==> src/rtl/clk_ondemand_pkg.sv <==
package clk_ondemand_pkg;

    typedef enum logic [1:0] {
        SRC_OFF      = 2'd0,
        SRC_STARTING = 2'd1,
        SRC_READY    = 2'd2
    } src_state_e;

endpackage

==> src/rtl/cod_req_gate.sv <==
module cod_req_gate #(
    parameter int NUM_CH = 4
) (
    input  logic              gen_en,
    input  logic [NUM_CH-1:0] chan_en,
    input  logic [NUM_CH-1:0] periph_en,
    input  logic [NUM_CH-1:0] chan_req,
    output logic              any_req
);
    logic [NUM_CH-1:0] passed;

    for (genvar i = 0; i < NUM_CH; i++) begin : g_ch
        assign passed[i] = chan_req[i] & periph_en[i] & chan_en[i];
    end

    assign any_req = gen_en & (|passed);
endmodule

==> src/rtl/cod_run_policy.sv <==
module cod_run_policy (
    input  logic cfg_enable,
    input  logic cfg_ondemand,
    input  logic cfg_runstdby,
    input  logic standby,
    input  logic any_req,
    output logic want_run
);
    logic allowed;

    always_comb begin
        allowed  = cfg_enable & (~standby | cfg_runstdby);
        want_run = allowed & (~cfg_ondemand | any_req);
    end
endmodule

==> src/rtl/cod_startup_fsm.sv <==
module cod_startup_fsm #(
    parameter int CNT_W = 8
) (
    input  logic             clk,
    input  logic             rst_n,
    input  logic             want_run,
    input  logic [CNT_W-1:0] startup_cycles,
    output logic             run,
    output logic             ready
);
    import clk_ondemand_pkg::*;

    typedef struct packed {
        src_state_e       st;
        logic [CNT_W-1:0] cnt;
    } fsm_t;

    fsm_t fsm_d, fsm_q;

    always_comb begin
        fsm_d = fsm_q;
        if (!want_run) begin
            fsm_d.st  = SRC_OFF;
            fsm_d.cnt = '0;
        end else begin
            unique case (fsm_q.st)
                SRC_OFF: begin
                    fsm_d.st  = SRC_STARTING;
                    fsm_d.cnt = '0;
                end
                SRC_STARTING: begin
                    if (fsm_q.cnt >= startup_cycles) begin
                        fsm_d.st = SRC_READY;
                    end else begin
                        fsm_d.cnt = fsm_q.cnt + 1'b1;
                    end
                end
                SRC_READY: fsm_d.st = SRC_READY;
                default: begin
                    fsm_d.st  = SRC_OFF;
                    fsm_d.cnt = '0;
                end
            endcase
        end
    end

    always_ff @(posedge clk or negedge rst_n) begin
        if (!rst_n) begin
            fsm_q.st  <= SRC_OFF;
            fsm_q.cnt <= '0;
        end else begin
            fsm_q <= fsm_d;
        end
    end

    assign run   = (fsm_q.st != SRC_OFF);
    assign ready = (fsm_q.st == SRC_READY);
endmodule

==> src/rtl/clk_ondemand_ctrl.sv <==
module clk_ondemand_ctrl #(
    parameter int NUM_CH = 4,
    parameter int CNT_W  = 8
) (
    input  logic              clk,
    input  logic              rst_n,
    input  logic              cfg_enable,
    input  logic              cfg_ondemand,
    input  logic              cfg_runstdby,
    input  logic              standby,
    input  logic              gen_en,
    input  logic [NUM_CH-1:0] chan_en,
    input  logic [NUM_CH-1:0] periph_en,
    input  logic [NUM_CH-1:0] chan_req,
    input  logic [CNT_W-1:0]  startup_cycles,
    output logic              src_run,
    output logic              src_ready
);
    logic any_req;
    logic want_run;

    cod_req_gate #(.NUM_CH(NUM_CH)) u_gate (
        .gen_en    (gen_en),
        .chan_en   (chan_en),
        .periph_en (periph_en),
        .chan_req  (chan_req),
        .any_req   (any_req)
    );

    cod_run_policy u_policy (
        .cfg_enable   (cfg_enable),
        .cfg_ondemand (cfg_ondemand),
        .cfg_runstdby (cfg_runstdby),
        .standby      (standby),
        .any_req      (any_req),
        .want_run     (want_run)
    );

    cod_startup_fsm #(.CNT_W(CNT_W)) u_fsm (
        .clk            (clk),
        .rst_n          (rst_n),
        .want_run       (want_run),
        .startup_cycles (startup_cycles),
        .run            (src_run),
        .ready          (src_ready)
    );
endmodule

==> config.mk <==
export PLATFORM = sky130hd
export DESIGN_NAME = clk_ondemand_ctrl
export DESIGN_NICKNAME = d
export VERILOG_FILES = /design/src/rtl/clk_ondemand_pkg.sv /design/src/rtl/cod_req_gate.sv /design/src/rtl/cod_run_policy.sv /design/src/rtl/cod_startup_fsm.sv /design/src/rtl/clk_ondemand_ctrl.sv
export SDC_FILE = /design/constraint.sdc
export NUM_CORES = 1
export LEC_CHECK = 0
export BUFFER_PORTS_ARGS = -buffer_cell sky130_fd_sc_hd__buf_2
export CAP_MARGIN = 40
export CORE_UTILIZATION = 40
export DETAILED_ROUTE_END_ITERATION = 16
export GPL_TIMING_DRIVEN = 1
export PLACE_DENSITY = 0.75
export SLEW_MARGIN = 15
export SYNTH_ARGS = -nofsm -noshare
export SYNTH_HDL_FRONTEND = slang
export SYNTH_SLANG_ARGS = --single-unit
==> constraint.sdc <==
create_clock -name clk -period 1.9 [get_ports clk]
set_input_delay 0.285 -clock clk [delete_from_list [all_inputs] [get_ports clk]]
set_output_delay 0.285 -clock clk [all_outputs]
set_load 0.02 [all_outputs]
==> metrics.txt <==
# TYPE chip_impl_metric gauge
chip_impl_metric{name="floorplan.die.width",unit="um"} 49.7
chip_impl_info{name="critical_path.reg2reg.startpoint",value="u_fsm.fsm_q[6]"} 1
chip_impl_metric{name="ctsHtreeMaxLevel",unit=""} 1
chip_impl_metric{name="dpl.hpwl",unit="mm"} 1.65
chip_impl_metric{name="setup_tns",unit="ns"} -0.912
chip_impl_metric{name="ff2ff_setup_slack",unit="ns"} -0.15
chip_impl_metric{name="holdWs",unit="ns"} 0.403
chip_impl_info{name="cell_chain_of_the_critical_path",value="ha_4 > a21o_1 > a221oi_4 > o21ai_4 > or4_1 > a31oi_1"} 1
chip_impl_metric{name="fp.coreArea",unit="sq mm"} 0.00204
chip_impl_metric{name="max_stage_delay",unit="ns"} 0.52
chip_impl_metric{name="globalplace.congestion",unit=""} 0.775
chip_impl_metric{name="sequential_cell_area",unit="sq um"} 250
chip_impl_metric{name="multi_input_comb_area",unit="sq um"} 689
chip_impl_metric{name="routed_wirelength",unit="mm"} 2.37
chip_impl_metric{name="final-hold-violation-count",unit=""} 0
chip_impl_info{name="timing.hold.worst.class",value="in2async"} 1
chip_impl_metric{name="area_growth_from_synthesis_to_layout",unit="%"} 49.7
chip_impl_metric{name="fillCellCount",unit=""} 177
chip_impl_metric{name="worst_skew_pair.late_latency",unit="ns"} 0.27
chip_impl_info{name="path_class",value="reg2reg"} 1
chip_impl_info{name="crit_path_max_delay_family",value="compound AO/OA/AOI/OAI gates"} 1
chip_impl_metric{name="grt.overflow.total",unit=""} 0
chip_impl_info{name="clock-root-buffer",value="sky130_fd_sc_hd__clkbuf_4"} 1
chip_impl_info{name="critical_path.startpoint_type",value="flop"} 1
chip_impl_metric{name="synth.distinct_cells",unit=""} 28
chip_impl_metric{name="number_of_drc_violations_after_detailed_routing_iteration_0",unit=""} 19
chip_impl_metric{name="crit_arrival",unit="ns"} 2.24
chip_impl_metric{name="height_of_the_die",unit="um"} 49.7
chip_impl_metric{name="global_route_wire_length_before_repair",unit="mm"} 3.63
chip_impl_info{name="reg_top3",value="u_fsm.fsm_q: 10 flops"} 1
chip_impl_metric{name="post-route-worst-setup-slack",unit="ns"} -0.152
chip_impl_metric{name="ios",unit=""} 29
chip_impl_metric{name="syn-cell-area",unit="sq um"} 908
chip_impl_metric{name="drcViolationCount",unit=""} 0
chip_impl_metric{name="synth_seq_area_share",unit="%"} 27.5
chip_impl_metric{name="drive_above_1_share",unit="%"} 39.9
chip_impl_info{name="synth.top_cells.by_area",value="sky130_fd_sc_hd__dfrtp_1, sky130_fd_sc_hd__ha_1, sky130_fd_sc_hd__nand3_1"} 1
chip_impl_metric{name="synth.yosys.warnings",unit=""} 0
chip_impl_metric{name="synth.ff_latch_count",unit=""} 10
chip_impl_metric{name="synth_fp_nets",unit=""} 149
chip_impl_metric{name="ant_nets",unit=""} 0
chip_impl_metric{name="largest_driver_fanout_on_the_critical_path",unit=""} 8
chip_impl_metric{name="average_wire_length_per_cell_after_detail_routing",unit="um"} 12.8
chip_impl_metric{name="tritoncts.num_buffers",unit=""} 3
chip_impl_info{name="final_cell_mix",value="sky130_fd_sc_hd__buf_2, sky130_fd_sc_hd__buf_4, sky130_fd_sc_hd__inv_1, sky130_fd_sc_hd__nand2_1, sky130_fd_sc_hd__nand3_1"} 1
chip_impl_metric{name="fin_worst_skew",unit="ns"} 0.00408
chip_impl_info{name="top_register",value="u_fsm.fsm_q"} 1
chip_impl_metric{name="syn-instance-count",unit=""} 109
chip_impl_metric{name="critical_path.n_buffers_inverters",unit=""} 0
chip_impl_metric{name="finish.net_count",unit=""} 200
chip_impl_metric{name="netlist.area_leader.share",unit="%"} 27.5
chip_impl_metric{name="antenna_cells_inserted",unit=""} 0
chip_impl_metric{name="worst_ir_drop_vdd",unit="V"} 0.000301
chip_impl_metric{name="fin_crit_sh",unit="%"} 108
chip_impl_metric{name="power_density_normalized_to_cell_area",unit="mW/mm^2"} 365
chip_impl_metric{name="clkSlewWorstSetupHoldPaths",unit="ns"} 0.07
chip_impl_metric{name="placement.io_buffers",unit=""} 28
chip_impl_metric{name="fmax",unit="MHz"} 487
chip_impl_metric{name="drt_pre_antenna_iters",unit=""} 4
chip_impl_metric{name="avgSynthCellArea",unit="sq um"} 8.33
chip_impl_info{name="run_status",value="finished with violations"} 1
chip_impl_info{name="cts_tree",value="done"} 1
chip_impl_info{name="critical_path.endpoint_type",value="flop"} 1
chip_impl_metric{name="maxSlewViolCount",unit=""} 0
chip_impl_metric{name="numClockSinks",unit=""} 10
chip_impl_metric{name="route.detailed.vias_per_inst",unit=""} 5.34
chip_impl_metric{name="grt_start_max_net_pins",unit=""} 11
chip_impl_info{name="failed_checks",value="negative setup slack"} 1
chip_impl_metric{name="placementRows",unit=""} 16
chip_impl_metric{name="initial_antenna_violation_count",unit=""} 0
chip_impl_metric{name="dp_slack",unit="ns"} -0.240
chip_impl_info{name="timing.critical_path.slowest_stage_cell",value="sky130_fd_sc_hd__or4_1"} 1
chip_impl_info{name="unrepaired_setup_endpoints_after_global_routing",value="yes"} 1
chip_impl_metric{name="grt_usage",unit="%"} 18.9
chip_impl_metric{name="floorplan.die_area",unit="sq mm"} 0.00247
chip_impl_metric{name="count_of_vias_placed_by_the_detailed_router",unit=""} 988
chip_impl_metric{name="clockBufferDepth",unit=""} 2
chip_impl_info{name="post_synth_top_area_cell",value="sky130_fd_sc_hd__dfrtp_1"} 1
chip_impl_metric{name="finalCriticalPeriod",unit="ns"} 2.05
chip_impl_info{name="mostFrequentLayoutCell",value="sky130_fd_sc_hd__buf_2"} 1
chip_impl_metric{name="initial_core_util",unit="%"} 44.5
chip_impl_metric{name="ff2ff_path_depth",unit=""} 6
chip_impl_metric{name="first_global_vias",unit=""} 895
chip_impl_metric{name="finalSetupViolCount",unit=""} 8
chip_impl_metric{name="slew-limit-headroom",unit="%"} 76.6
chip_impl_metric{name="timing_worst_slew_pin_value",unit="ns"} 0.352
chip_impl_metric{name="power_leakage",unit="nW"} 0.673
chip_impl_info{name="reg2reg_to",value="u_fsm.fsm_q[3]"} 1
chip_impl_metric{name="cap_violations",unit=""} 0
chip_impl_metric{name="required_time_of_the_critical_path",unit="ns"} 2.09
chip_impl_metric{name="largest_register_ffs",unit=""} 10
cells by family (layout without fill, tap and decap cells):
logic type      after synthesis  after routing  synth area share [%]
fa+ha+maj                    13             13                  17.9
flops                        10             10                  27.5
simple gates                 44             44                  26.3
buf+inv                      17             66                  7.16
compound gates               23             23                  18.9
mux                           2              2                  2.20
where the power goes:
part	leakage (nW)	internal, mW	switching [mW]
Combinational	0.520	0.0626	0.0674
Clock	0.0138	0.0732	0.0740
Sequential	0.139	0.216	0.00265
Yosys cell counts:
cell                         n
sky130_fd_sc_hd__a21o_1      4
sky130_fd_sc_hd__a31oi_1     8
sky130_fd_sc_hd__ha_1       13
sky130_fd_sc_hd__nor2b_1     1
sky130_fd_sc_hd__mux2i_1     2
sky130_fd_sc_hd__or4b_1      2
sky130_fd_sc_hd__nor2_1      4
sky130_fd_sc_hd__a21oi_1     1
sky130_fd_sc_hd__a41oi_2     1
sky130_fd_sc_hd__or2_2       1
sky130_fd_sc_hd__buf_1       1
sky130_fd_sc_hd__nand4b_1    1
sky130_fd_sc_hd__and3_1      2
sky130_fd_sc_hd__nand2b_1    3
sky130_fd_sc_hd__clkbuf_1    2
sky130_fd_sc_hd__nand4bb_1   1
sky130_fd_sc_hd__nand3_1    12
sky130_fd_sc_hd__or4_1       3
sky130_fd_sc_hd__inv_1      13
sky130_fd_sc_hd__buf_2       1
sky130_fd_sc_hd__o211ai_1    3
sky130_fd_sc_hd__dfrtp_1    10
sky130_fd_sc_hd__o21ai_2     1
sky130_fd_sc_hd__o21ai_0     3
sky130_fd_sc_hd__nand2_1    12
sky130_fd_sc_hd__or3_1       2
sky130_fd_sc_hd__o311ai_0    1
sky130_fd_sc_hd__a221oi_2    1
worst max-delay path by stage:
stage                      startpoint             end  slack [ns]  cells after the start
floorplan              u_fsm.fsm_q[4]  u_fsm.fsm_q[5]       -0.08                      6
global placement    startup_cycles[6]  u_fsm.fsm_q[3]       -0.13                      8
detailed placement  startup_cycles[6]  u_fsm.fsm_q[5]       -0.24                      8
CTS                    u_fsm.fsm_q[6]  u_fsm.fsm_q[3]       -0.19                      6
global route           u_fsm.fsm_q[6]  u_fsm.fsm_q[0]       -0.22                      7
finish                 u_fsm.fsm_q[6]  u_fsm.fsm_q[3]       -0.15                      6
cell type report:
cell class / instances / area share (%)
multi-input cells: 82 / 50.7
repair buffers: 50 / 23.2
flip-flops and latches: 10 / 18.4
inverters: 13 / 3.59
well taps: 27 / 2.48
clock buffers: 3 / 1.66
metrics by stage:
stage	cell area [sq um]	utilization, %	std cells	total power [mW]
after global placement	1180	57.7	175	0.333
final	1360	66.6	185	0.496
after floorplan	915	-	109	0.283
after global routing	1360	66.6	185	0.520
after CTS	1240	60.6	182	0.483
after detailed placement	1180	57.7	175	0.337
metal layers:
layer | wire length, um | vias up | track usage, %
li1 | - | 494 | -
met1 | 965 | 459 | 23.6
met2 | 1270 | 31 | 33.6
met3 | 112 | 4 | 2.16
met4 | 20 | 0 | 5.71
met5 | 0 | - | 0
timing repair:
item | in CTS | in global routing
hold endpoints to repair | 10 | 0
resized for setup | 1 | 12
pin swaps | 5 | 7
setup endpoints to repair | 8 | 10
buffers inserted | 3 | 4
hold buffers | 1 | 0
No activity file was read; power rests on OpenSTA's default activity.
